--- src/rtl/fc_sched_pkg.sv ---
package fc_sched_pkg;

  typedef enum logic [1:0] {
    LNK_L0   = 2'd0,
    LNK_L0S  = 2'd1,
    LNK_L1   = 2'd2,
    LNK_DOWN = 2'd3
  } link_pwr_e;

  localparam int unsigned FC_CLASSES = 3;

endpackage

--- src/rtl/fc_link_gate.sv ---
module fc_link_gate
  import fc_sched_pkg::*;
(
  input  logic       clk,
  input  logic       rst_n,
  input  logic [1:0] link_state,
  output logic       link_act,
  output logic       link_ret
);

  logic act_q;
  logic act_n;

  always_comb begin
    link_act = (link_state == LNK_L0) || (link_state == LNK_L0S);
    link_ret = link_act && !act_q;
    act_n    = link_act;
  end

  always_ff @(posedge clk or negedge rst_n) begin
    if (!rst_n) act_q <= 1'b0;
    else        act_q <= act_n;
  end

endmodule

--- src/rtl/fc_type_timer.sv ---
module fc_type_timer #(
  parameter int unsigned CNT_W    = 8,
  parameter int unsigned BASE_LIM = 30,
  parameter int unsigned EXT_LIM  = 120
) (
  input  logic clk,
  input  logic rst_n,
  input  logic en,
  input  logic inf,
  input  logic ext,
  input  logic cf,
  input  logic ack,
  input  logic active,
  input  logic link_ret,
  output logic req
);

  localparam logic [CNT_W-1:0] BASE_M1 = CNT_W'(BASE_LIM - 1);
  localparam logic [CNT_W-1:0] EXT_M1  = CNT_W'(EXT_LIM - 1);

  logic [CNT_W-1:0] cnt_q, cnt_n;
  logic             req_q, req_n;
  logic             mode_q, mode_n;
  logic             cnt_en;
  logic [CNT_W-1:0] lim_m1;

  always_comb begin
    lim_m1 = mode_q ? EXT_M1 : BASE_M1;
    mode_n = (cnt_q == '0) ? ext : mode_q;
    cnt_n  = cnt_q;
    req_n  = req_q;
    cnt_en = 1'b1;
    if (!en) begin
      cnt_n = '0;
      req_n = 1'b0;
    end else begin
      if (ack) req_n = 1'b0;
      if (ack || link_ret || inf) begin
        cnt_n = '0;
      end else if (active) begin
        if (cnt_q == lim_m1) req_n = 1'b1;
        else                 cnt_n = cnt_q + 1'b1;
      end else begin
        cnt_en = 1'b0;
      end
      if (cf) req_n = 1'b1;
    end
  end

  always_ff @(posedge clk or negedge rst_n) begin
    if (!rst_n) begin
      cnt_q  <= '0;
      req_q  <= 1'b0;
      mode_q <= 1'b0;
    end else begin
      if (cnt_en) cnt_q <= cnt_n;
      req_q  <= req_n;
      mode_q <= mode_n;
    end
  end

  assign req = req_q;

endmodule

--- src/rtl/fc_update_sched.sv ---
module fc_update_sched #(
  parameter int unsigned NTYPES  = fc_sched_pkg::FC_CLASSES,
  parameter int unsigned CLK_MHZ = 250,
  parameter int unsigned BASE_US = 30,
  parameter int unsigned EXT_US  = 120
) (
  input  logic              clk,
  input  logic              rst_n,
  input  logic [1:0]        link_state,
  input  logic [NTYPES-1:0] type_en,
  input  logic [NTYPES-1:0] type_inf,
  input  logic              ext_sync,
  input  logic [NTYPES-1:0] credit_free,
  input  logic [NTYPES-1:0] upd_ack,
  output logic [NTYPES-1:0] upd_req
);

  localparam int unsigned BASE_CYC = BASE_US * CLK_MHZ;
  localparam int unsigned EXT_CYC  = EXT_US * CLK_MHZ;
  localparam int unsigned CNT_W    = $clog2(EXT_CYC + 1);

  logic link_act;
  logic link_ret;

  fc_link_gate u_gate (
    .clk        (clk),
    .rst_n      (rst_n),
    .link_state (link_state),
    .link_act   (link_act),
    .link_ret   (link_ret)
  );

  for (genvar g = 0; g < NTYPES; g++) begin : g_cls
    fc_type_timer #(
      .CNT_W    (CNT_W),
      .BASE_LIM (BASE_CYC),
      .EXT_LIM  (EXT_CYC)
    ) u_tmr (
      .clk      (clk),
      .rst_n    (rst_n),
      .en       (type_en[g]),
      .inf      (type_inf[g]),
      .ext      (ext_sync),
      .cf       (credit_free[g]),
      .ack      (upd_ack[g]),
      .active   (link_act),
      .link_ret (link_ret),
      .req      (upd_req[g])
    );
  end

endmodule

--- config.mk ---
export PLATFORM = sky130hd
export DESIGN_NAME = fc_update_sched
export DESIGN_NICKNAME = d
export VERILOG_FILES = /design/src/rtl/fc_sched_pkg.sv /design/src/rtl/fc_link_gate.sv /design/src/rtl/fc_type_timer.sv /design/src/rtl/fc_update_sched.sv
export SDC_FILE = /design/constraint.sdc
export NUM_CORES = 1
export LEC_CHECK = 0
export BUFFER_PORTS_ARGS = -buffer_cell sky130_fd_sc_hd__clkbuf_2
export CORE_MARGIN = 1.5
export CORE_UTILIZATION = 30
export CTS_BUF_LIST = sky130_fd_sc_hd__clkbuf_8
export DETAILED_ROUTE_END_ITERATION = 8
export PLACE_DENSITY = 0.56
export SYNTH_ARGS = -nofsm -noshare
export SYNTH_HDL_FRONTEND = slang
export SYNTH_SLANG_ARGS = --single-unit
--- constraint.sdc ---
create_clock -name clk -period 5 [get_ports clk]
set_input_delay 0.75 -clock clk [delete_from_list [all_inputs] [get_ports clk]]
set_output_delay 0.75 -clock clk [all_outputs]
set_load 0.005 [all_outputs]
==> results.txt <==
initial core utilization: 0.3089
Final Hold Viols: 0
Post-synth EDFFs: 0
# resized after CTS: 0
# rows: 36
number of DRC markers in iteration 0: 81
clock network power share: 0.350
Clock Skew: 0.01342 ns
dpl cell area: 0.003224 mm^2
fin nets: 356
CTS H-tree depth: 2
RSZ-0062 raised after global routing: no
initial antenna violation count: 0
final-report setup violation count: 0
wire length per cell: 14.00 um
layout cells sized above 1: 0.1437
final setup TNS: 0 ns
Max-Cap Viols: 0
Setup CP Type: in -> reg
most common flop cell mapped by yosys: dfrtp_1
clock transition at the registers of the reported paths: 0.11 ns
count of different cell masters after synthesis: 55
DRC: 0
fin. max-slew vios: 0
Pint: 538.4 uW
crit end category: register
Synth warnings: 0
syn nets: 339
post-DP HPWL: 4.548 mm
Core Area: 0.009729 mm^2
CP peak stage delay: 0.45 ns
number of CTS-inserted buffers: 5
Psw: 184.3 uW
Layout area overhead: 10.28%
register bit total from synthesis: 52
detailed-route wire length: 6.537 mm
hold crit path type: in -> async
Util after Layout: 0.3407
Finished Cell Area: 0.003314 mm^2
clk_lat worst skew: 0.31 ns
CP Launch Type: input pin
Peak Freq: 0.4150 GHz
post-synth top area share: 0.4330
Detail Route Antenna Nets: 0
run status: finished clean
Max VDD drop: 0.09871 mV
routed vias/inst: 5.191
die area: 0.01063 mm^2
delay-heaviest family, CP: buffers and inverters
routed via count: 2424
vias in the first global route: 2300
Post-synth top cells: dfrtp_1, nor2_1, nand2_1
sequential power share: 0.593
GRT Resource Usage Total: 0.1328
chip width: 103.1 um
sequential share of the synthesized area: 0.4330
CP Data Required Time: 5.18 ns
postcts setup bufs: 0
Final Wtd Congestion: 0.8477
leak pwr: 1.273 nW
minimum clock period: 2.410 ns
Final period util: 0.4820
Antenna Cells: 0
clk buf depth: 2
Die H: 103.1 um
IO Pins: 20
hold buffers post-CTS: 0
first drt pass iteration count: 4
worst path bufs/invs: 2
port bufs: 18
grt total ovfl: 0
WP data arrival: 2.59 ns
count leader, synth: dfrtp_1
Clock Sinks: 52
Netlist Area Pre-Place: 0.003005 mm^2
crit path max fanout: 19
leading area contributor after synthesis: dfrtp_1
CP max stage cell: inv_1
Avg Cell Area, Syn: 9.511 um^2
Syn Inst Count: 316
TritonCTS clock tree: yes
crit-path cells: clkbuf_2 -> inv_1 -> nand4_1 -> a2111oi_2 -> xnor2_1 -> nor2_1
Relative slew margins: 0.5582
main area contributors after synthesis: dfrtp_1, nor2_1, xnor2_1
PwrDens: 218.0 mW/mm^2
Hold Slack: 0.5440 ns
logic gate share of total power: 0.057
root buffer cell: clkbuf_8
first-pass GRT wire length: 11.10 mm
largest net degree at the start of global routing: 53
worst-margin pin slew: 0.6628 ns
ys async rst share: 1.000
Switching Fraction: 0.2550
-- cells by family after synthesis --
family	after synthesis	share of synthesized area
buf+inv	21	0.03122
compound gates	44	0.1082
simple gates	161	0.3048
fa+ha+maj	6	0.02498
mux	8	0.02789
xor+xnor	24	0.06994
flops	52	0.4330
-- power groups by stage --
stage | Sequential [mW] | Combinational (mW) | Clock [mW]
floorplan | 0.435 | 0.0211 | 0
global placement | 0.437 | 0.0413 | 0
detailed placement | 0.437 | 0.0422 | 0
CTS | 0.429 | 0.0425 | 0.262
global route | 0.429 | 0.0473 | 0.278
finish | 0.428 | 0.0411 | 0.253
-- path summary, 6_finish.rpt --
| path | to | slack, ns | startpoint | cells past startpoint |
|---|---|---|---|---|
| setup / recovery | g_cls[0].u_tmr.cnt_q[14] | 2.59 | link_state[1] | 6 |
| setup reg to reg | g_cls[0].u_tmr.cnt_q[4] | 3.05 | g_cls[0].u_tmr.cnt_q[4] | 5 |
| hold reg to reg | g_cls[0].u_tmr.mode_q | 0.55 | g_cls[0].u_tmr.mode_q | 1 |
| max in group asynchronous | g_cls[0].u_tmr.cnt_q[14] | 4.00 | rst_n | 2 |
| hold / removal | g_cls[1].u_tmr.cnt_q[0] | 0.54 | rst_n | 2 |
| min in group clk | g_cls[0].u_tmr.mode_q | 0.55 | g_cls[0].u_tmr.mode_q | 1 |
-- metal layers --
layer,global-route usage,share of wire,up-vias
met5,0,0,-
met4,0.04366,0.012,0
met3,0.02373,0.042,6
met2,0.2156,0.48,57
met1,0.1795,0.46,1185
li1,-,-,1176
-- layout by cell type (no fill, tap or decap), drive strengths merged, types with 2 or more instances in the layout --
| cell | count |
|---|---|
| o21a | 2 |
| mux2 | 3 |
| nand2 | 29 |
| nand2b | 7 |
| and4 | 2 |
| ha | 6 |
| dfrtp | 52 |
| o211ai | 3 |
| or4 | 6 |
| xnor2 | 15 |
| mux2i | 5 |
| or3 | 7 |
| a2111oi | 3 |
| o21ai | 11 |
| o311a | 2 |
| nand3 | 16 |
| nand4 | 16 |
| and3 | 5 |
| o31ai | 2 |
| nor4 | 9 |
| nor3 | 13 |
| clkbuf | 23 |
| nor2 | 35 |
| xor2 | 9 |
| inv | 12 |
| nor4b | 6 |
| a211oi | 2 |
| buf | 2 |
| a21oi | 15 |
-- registers in the layout, indices dropped and copies added, names as in the netlist --
register and count:
g_cls.u_tmr.cnt_q 45, g_cls.u_tmr.mode_q 3, g_cls.u_tmr.req 3, u_gate.act_q 1
-- area by class of cell --
cell class	count	area, um^2
Clock inverter	3	21.27
Timing Repair Buffer	20	105.1
Sequential cell	52	1301
Multi-Input combinational cell	243	1610
Tap cell	133	166.4
Clock buffer	5	68.82
Fill cell	1032	6415
Inverter	11	41.29
-- per-stage QoR --
step	worst slack, ns	std cells	power [mW]
after floorplan	3.066	316	0.4564
after global placement	2.278	459	0.4778
after detailed placement	2.259	459	0.4789
after CTS	2.586	467	0.7328
after global routing	2.418	467	0.7541
final	2.590	467	0.7227
Power figures use the tool's default switching activity.
